===== config.mk =====
export PLATFORM = sky130hd
export DESIGN_NAME = medMaxTracker
export DESIGN_NICKNAME = d
export VERILOG_FILES = /design/src/rtl/thrPkg.sv /design/src/rtl/halfSorter.sv /design/src/rtl/thrCtrl.sv /design/src/rtl/thrDatapath.sv /design/src/rtl/medMaxTracker.sv
export SDC_FILE = /design/constraint.sdc
export NUM_CORES = 1
export LEC_CHECK = 0
export ABC_AREA = 1
export CAP_MARGIN = 20
export CORE_ASPECT_RATIO = 0.8
export CORE_MARGIN = 10
export CORE_UTILIZATION = 30
export CTS_CLUSTER_SIZE = 14
export DETAILED_ROUTE_END_ITERATION = 8
export GPL_ROUTABILITY_DRIVEN = 0
export GPL_TIMING_DRIVEN = 0
export PLACE_DENSITY = 0.46
export SLEW_MARGIN = 40
export SYNTH_ARGS = -nofsm -noshare
export SYNTH_HDL_FRONTEND = slang
export SYNTH_SLANG_ARGS = --single-unit

===== constraint.sdc =====
create_clock -name clk -period 12.3 [get_ports clk]
set_clock_uncertainty 0.2 [all_clocks]
set_input_delay 1.845 -clock clk [delete_from_list [all_inputs] [get_ports clk]]
set_output_delay 1.845 -clock clk [all_outputs]
set_load 0.01 [all_outputs]

===== src/rtl/thrPkg.sv =====
package thrPkg;
  localparam int MAX_SRCH = 8;

  typedef struct packed {
    logic                sortLd;
    logic [MAX_SRCH-1:0] srchLd;
    logic                finLd;
    logic                outVld;
  } thrStrobe_t;
endpackage


===== src/rtl/halfSorter.sv =====
module halfSorter #(
  parameter int H  = 4,
  parameter int KW = 11
) (
  input  logic [H-1:0][KW-1:0] keyIn,
  output logic [H-1:0][KW-1:0] keyOut
);
  logic [H-1:0][KW-1:0] lvl [0:H];

  assign lvl[0] = keyIn;

  for (genvar s = 0; s < H; s++) begin : g_round
    localparam int PAR = s % 2;
    for (genvar i = 0; i < H; i++) begin : g_lane
      if (i >= PAR && ((i - PAR) % 2) == 0 && (i + 1) < H) begin : g_lo
        assign lvl[s+1][i] = (lvl[s][i] < lvl[s][i+1]) ? lvl[s][i] : lvl[s][i+1];
      end else if (i >= PAR + 1 && ((i - PAR) % 2) == 1) begin : g_hi
        assign lvl[s+1][i] = (lvl[s][i-1] < lvl[s][i]) ? lvl[s][i] : lvl[s][i-1];
      end else begin : g_pass
        assign lvl[s+1][i] = lvl[s][i];
      end
    end
  end

  assign keyOut = lvl[H];
endmodule


===== src/rtl/thrCtrl.sv =====
module thrCtrl
  import thrPkg::*;
#(
  parameter int SS = 2
) (
  input  logic       clk,
  input  logic       rst_n,
  input  logic       inValid,
  output thrStrobe_t stb,
  output logic       outValid
);
  localparam int STG = SS + 2;

  logic [STG-1:0] vld;

  always_ff @(posedge clk or negedge rst_n) begin
    if (!rst_n) vld <= '0;
    else        vld <= {vld[STG-2:0], inValid};
  end

  always_comb begin
    stb            = '0;
    stb.sortLd     = inValid;
    stb.srchLd[SS-1:0] = vld[SS-1:0];
    stb.finLd      = vld[SS];
    stb.outVld     = vld[STG-1];
  end

  assign outValid = vld[STG-1];

  // output valid follows input valid by the fixed pipeline depth
  p_fixed_latency_r4: assert property (@(posedge clk) disable iff (!rst_n)
    outValid == $past(inValid, STG));
endmodule


===== src/rtl/thrDatapath.sv =====
module thrDatapath
  import thrPkg::*;
#(
  parameter int L = 8,
  parameter int W = 8
) (
  input  logic           clk,
  input  logic           rst_n,
  input  thrStrobe_t     stb,
  input  logic [L*W-1:0] metricsIn,
  output logic [W-1:0]   atOut,
  output logic [W-1:0]   rtOut
);
  localparam int H  = L / 2;
  localparam int IW = $clog2(L);
  localparam int KW = W + IW;
  localparam int SS = $clog2(H);
  localparam int PW = SS + 1;

  typedef logic [H-1:0][KW-1:0] half_t;

  function automatic logic [KW-1:0] maxK(input logic [KW-1:0] x, input logic [KW-1:0] y);
    return (x > y) ? x : y;
  endfunction

  function automatic logic [KW-1:0] minK(input logic [KW-1:0] x, input logic [KW-1:0] y);
    return (x < y) ? x : y;
  endfunction

  half_t keyA, keyB, sortA, sortB;

  for (genvar i = 0; i < H; i++) begin : g_keys
    assign keyA[i] = {metricsIn[i*W +: W], IW'(i)};
    assign keyB[i] = {metricsIn[(H+i)*W +: W], IW'(H + i)};
  end

  halfSorter #(.H(H), .KW(KW)) sortA_i (.keyIn(keyA), .keyOut(sortA));
  halfSorter #(.H(H), .KW(KW)) sortB_i (.keyIn(keyB), .keyOut(sortB));

  half_t          aReg   [0:SS];
  half_t          bReg   [0:SS];
  logic [KW-1:0]  rtReg  [0:SS];
  logic [PW-1:0]  posReg [0:SS];

  logic halfMaxSel;
  assign halfMaxSel = sortA[H-1] > sortB[H-1];

  always_ff @(posedge clk) begin
    if (stb.sortLd) begin
      aReg[0]   <= sortA;
      bReg[0]   <= sortB;
      rtReg[0]  <= halfMaxSel ? sortA[H-1] : sortB[H-1];
      posReg[0] <= '0;
    end
  end

  // Binary search for the number of leading split points where the
  // A-side key stays below the mirrored B-side key.
  for (genvar s = 0; s < SS; s++) begin : g_srch
    localparam int STEP = H >> (s + 1);
    logic [PW-1:0] cand;
    logic          goLow;

    assign cand  = posReg[s] + PW'(STEP);
    assign goLow = aReg[s][SS'(cand - PW'(1))] > bReg[s][SS'(PW'(H) - cand)];

    always_ff @(posedge clk) begin
      if (stb.srchLd[s]) begin
        aReg[s+1]   <= aReg[s];
        bReg[s+1]   <= bReg[s];
        rtReg[s+1]  <= rtReg[s];
        posReg[s+1] <= goLow ? posReg[s] : cand;
      end
    end
  end

  logic [PW-1:0] posF, hiI;
  logic [KW-1:0] f0, f1, medKey;
  logic [KW-1:0] atKeyQ, rtKeyQ;

  assign posF = posReg[SS];
  assign hiI  = posF + PW'(1);
  assign f1   = maxK(aReg[SS][SS'(posF)], bReg[SS][SS'(PW'(H) - hiI)]);
  assign f0   = maxK(aReg[SS][SS'(posF - PW'(1))], bReg[SS][SS'(PW'(H) - posF)]);
  assign medKey = (posF == '0) ? f1 : minK(f0, f1);

  always_ff @(posedge clk) begin
    if (stb.finLd) begin
      atKeyQ <= medKey;
      rtKeyQ <= rtReg[SS];
    end
  end

  assign atOut = atKeyQ[KW-1:IW];
  assign rtOut = rtKeyQ[KW-1:IW];

  logic unusedBits;
  assign unusedBits = ^{atKeyQ[IW-1:0], rtKeyQ[IW-1:0], stb.srchLd[MAX_SRCH-1:SS]};

  // both registered halves are strictly ascending (keys carry the index)
  for (genvar i = 0; i + 1 < H; i++) begin : g_chk
    p_half_sorted_r3: assert property (@(posedge clk) disable iff (!rst_n)
      stb.srchLd[0] |-> (aReg[0][i] < aReg[0][i+1]) && (bReg[0][i] < bReg[0][i+1]));
  end

  // the kept maximum dominates both half tops
  p_max_dominates_r2: assert property (@(posedge clk) disable iff (!rst_n)
    stb.srchLd[0] |-> (rtReg[0] >= aReg[0][H-1]) && (rtReg[0] >= bReg[0][H-1]));

  // the median key lies strictly below the maximum key
  p_median_below_max_r1: assert property (@(posedge clk) disable iff (!rst_n)
    stb.outVld |-> atKeyQ < rtKeyQ);
endmodule


===== src/rtl/medMaxTracker.sv =====
module medMaxTracker
  import thrPkg::*;
#(
  parameter int L = 8,
  parameter int W = 8
) (
  input  logic           clk,
  input  logic           rst_n,
  input  logic           inValid,
  input  logic [L*W-1:0] metricsIn,
  output logic           outValid,
  output logic [W-1:0]   atOut,
  output logic [W-1:0]   rtOut
);
  localparam int SS = $clog2(L / 2);

  thrStrobe_t stb;

  thrCtrl #(.SS(SS)) ctrl_i (
    .clk     (clk),
    .rst_n   (rst_n),
    .inValid (inValid),
    .stb     (stb),
    .outValid(outValid)
  );

  thrDatapath #(.L(L), .W(W)) dp_i (
    .clk      (clk),
    .rst_n    (rst_n),
    .stb      (stb),
    .metricsIn(metricsIn),
    .atOut    (atOut),
    .rtOut    (rtOut)
  );
endmodule


==> metrics.cfg <==
[final_layout]
drive_gt1_share_pct=6.54
layout_commonest_cell=nand2_1
finish.net_count=2079
fin_area_mm2=0.0191
area_growth_pct=16.9
final_cell_mix=nand2_1 (494), edfxtp_1 (283), o21ai_0 (202)

[worst_setup_path]
worst_ep_required_time_ps=12370
critical_path.max_stage_delay_ps=540
worstPathArrival_ps=9440
startpoint_type=input port
cp-end-kind=flip-flop
slowest_stage=a211oi_2
crit_fanout=10
path_common_cell=nand2_1
reg2reg_slack_ps=4850
criticalPathCategory=in -> reg

[clocking]
cts_buffer_depth=3
clock-sinks=287
cts_setup_buffers=0
cts_tree=yes
htreeDepth=1
cts_hold_buf=0
clock_latency_ps=570
cts_buffers=30
cts-root-buf=clkbuf_16
cts.clk_slew.worst_paths_ps=60
cts_resized=0

[drt]
final_antenna_net_count=0
route.detailed.drc=0
drtIter0Drc=1062
vias=12559
via_per_inst=4.83
wl_per_cell_um=17.6
wl_mm=45.8
firstDrtPassIters=7

[global_routing]
grt_start_max_net_pins=64
grt_pass1_vias=12155
grt_pass1_wl_mm=70.4
track_usage_pct=14.0
gr-total-overflow=0
antenna_found_initial=0

[power]
switching_share_pct=44.7
leakage_nw=8.15
intPower_mw=2.99
clkPwrFrac_pct=15.5
power_switching_mw=2.41
cellPowerDensity_mw_per_mm2=283
ir_worst_vdd_mv=0.153
p_seq_share_pct=31.1
combinationalPowerShare_pct=53.4

[floorplanning]
start_util_pct=30.3
core_mm2=0.0538
die_area_mm2=0.0642
io_pins=84
die_h_um=229
rows=76
die_x_um=281

[synthesis]
yosys_warnings=0
syn_area_per_cell_um2=9.28
ys_seq_elements=287
synth-edff-count=283
ys.flop_type=edfxtp_1
async_flop_share_pct=1.39
syn_area_mm2=0.0163
synth-seq-area-share_pct=52.7
syn_nets=1959
syn_inst=1758
synth_cell_types=42

[place]
io_buffers=83
hpwl_mm=36.4
dp_slack_ps=2320
dpl_cell_area_mm2=0.0182

[sta]
rsz0062_at_grt=no
maxSlewHeadroom_pct=47.2
fin_ws_ps=2930
period_minus_slack_ps=9370
fmax_mhz=107
finalHoldViolations=0
holdWs_ps=213
setup_viol=0
finalCritPeriodShare_pct=76.2
drv_slew=0
worst_pin_slew_ps=784
timing.setup.tns_ps=0

[job]
maxCapViolations=0

[hold_path]
hp-class=reg -> reg

[status]
status=finished, final reports clean

## power by group through the flow
stage          Combinational, mW  Clock [mW]  Sequential (mW)
2_1_floorplan               1.94           0             1.65
3_3_place_gp                2.73           0             1.71
3_5_place_dp                2.83           0             1.70
4_1_cts                     2.84       0.866             1.68
5_1_grt                     3.27       0.906             1.71
6_report                    2.88       0.839             1.68
## per-stage QoR
step / power [mW] / cells / util (%)
final: 5.40 / 2599 / 35.4
after global routing: 5.89 / 2598 / 35.4
after CTS: 5.39 / 2598 / 35.4
after detailed placement: 4.54 / 2548 / 33.7
after global placement: 4.44 / 2543 / 33.5
after floorplan: 3.58 / 1758 / -
## area by class of cell
class / instances / area (um^2)
timing repair buffer: 88 / 943
inverter: 197 / 742
fill: 5400 / 34700
tap: 702 / 878
sequential: 287 / 8610
antenna: 1 / 2.50
multi-input combinational: 1205 / 6670
buffer: 69 / 329
clock buffer: 35 / 769
clock inverter: 15 / 128
## sequential cells by signal, indices dropped and copies added, names as in the netlist
signal,flops
dp_i.rtReg,24
dp_i.atKeyQ,8
dp_i.rtKeyQ,8
dp_i.aReg,120
dp_i.bReg,120
ctrl_i.vld,4
dp_i.posReg,3
## cell families (layout without fill, tap and decap cells)
logic type | count (synthesis) | count (layout) | synth area share, %
AO/OA/AOI/OAI | 388 | 388 | 12.9
adder cells (fa/ha/maj) | 134 | 134 | 10.3
buffers and inverters | 266 | 404 | 6.57
flip-flops | 287 | 287 | 52.7
multiplexers | 7 | 7 | 0.430
other | 0 | 1 | 0
AND/OR/NAND/NOR | 676 | 676 | 17.2
## path summary, 6_finish.rpt
path | startpoint | end | cells past startpoint
hold reg to reg | dp_i.bReg[0][48] | dp_i.bReg[0][92] | 0
hold / removal | dp_i.bReg[0][48] | dp_i.bReg[0][92] | 0
setup reg to reg | dp_i.posReg[0][6] | dp_i.atKeyQ[8] | 29
min in group asynchronous | rst_n | ctrl_i.vld[3] | 1
setup / recovery | metricsIn[25] | dp_i.rtReg[0][10] | 36
max in group asynchronous | rst_n | ctrl_i.vld[0] | 1
## cells in the mapped netlist (6+ instances only)
cell type | instances | area, um^2
clkbuf_1 | 36 | 135
a22oi_1 | 17 | 128
ha_1 | 134 | 1680
nor2_1 | 43 | 161
nand2_2 | 17 | 106
inv_1 | 191 | 717
o21ai_1 | 8 | 40.0
nand3_1 | 95 | 475
nand2_1 | 494 | 1850
buf_1 | 7 | 26.3
nand4_1 | 10 | 62.6
nand2_4 | 6 | 67.6
o21ai_0 | 202 | 1010
mux2i_1 | 7 | 70.1
edfxtp_1 | 283 | 8500
buf_2 | 17 | 85.1
a21oi_1 | 124 | 621
a211oi_1 | 9 | 67.6
## worst max-delay path: cells and delay by family
| kind | cells | cell delay [ps] |
|---|---|---|
| compound gates | 9 | 2940 |
| buf+inv | 7 | 1780 |
| simple gates | 16 | 1550 |
| fa+ha+maj | 4 | 1290 |
## layer usage
| metal | up-vias | share of wire (%) | global-route usage [%] |
|---|---|---|---|
| li1 | 6290 | - | - |
| met1 | 5833 | 50 | 20.6 |
| met2 | 372 | 43 | 21.1 |
| met3 | 64 | 5.4 | 2.17 |
| met4 | 0 | 2.0 | 2.94 |
| met5 | - | 0 | 0 |
Power figures use the tool's default switching activity.
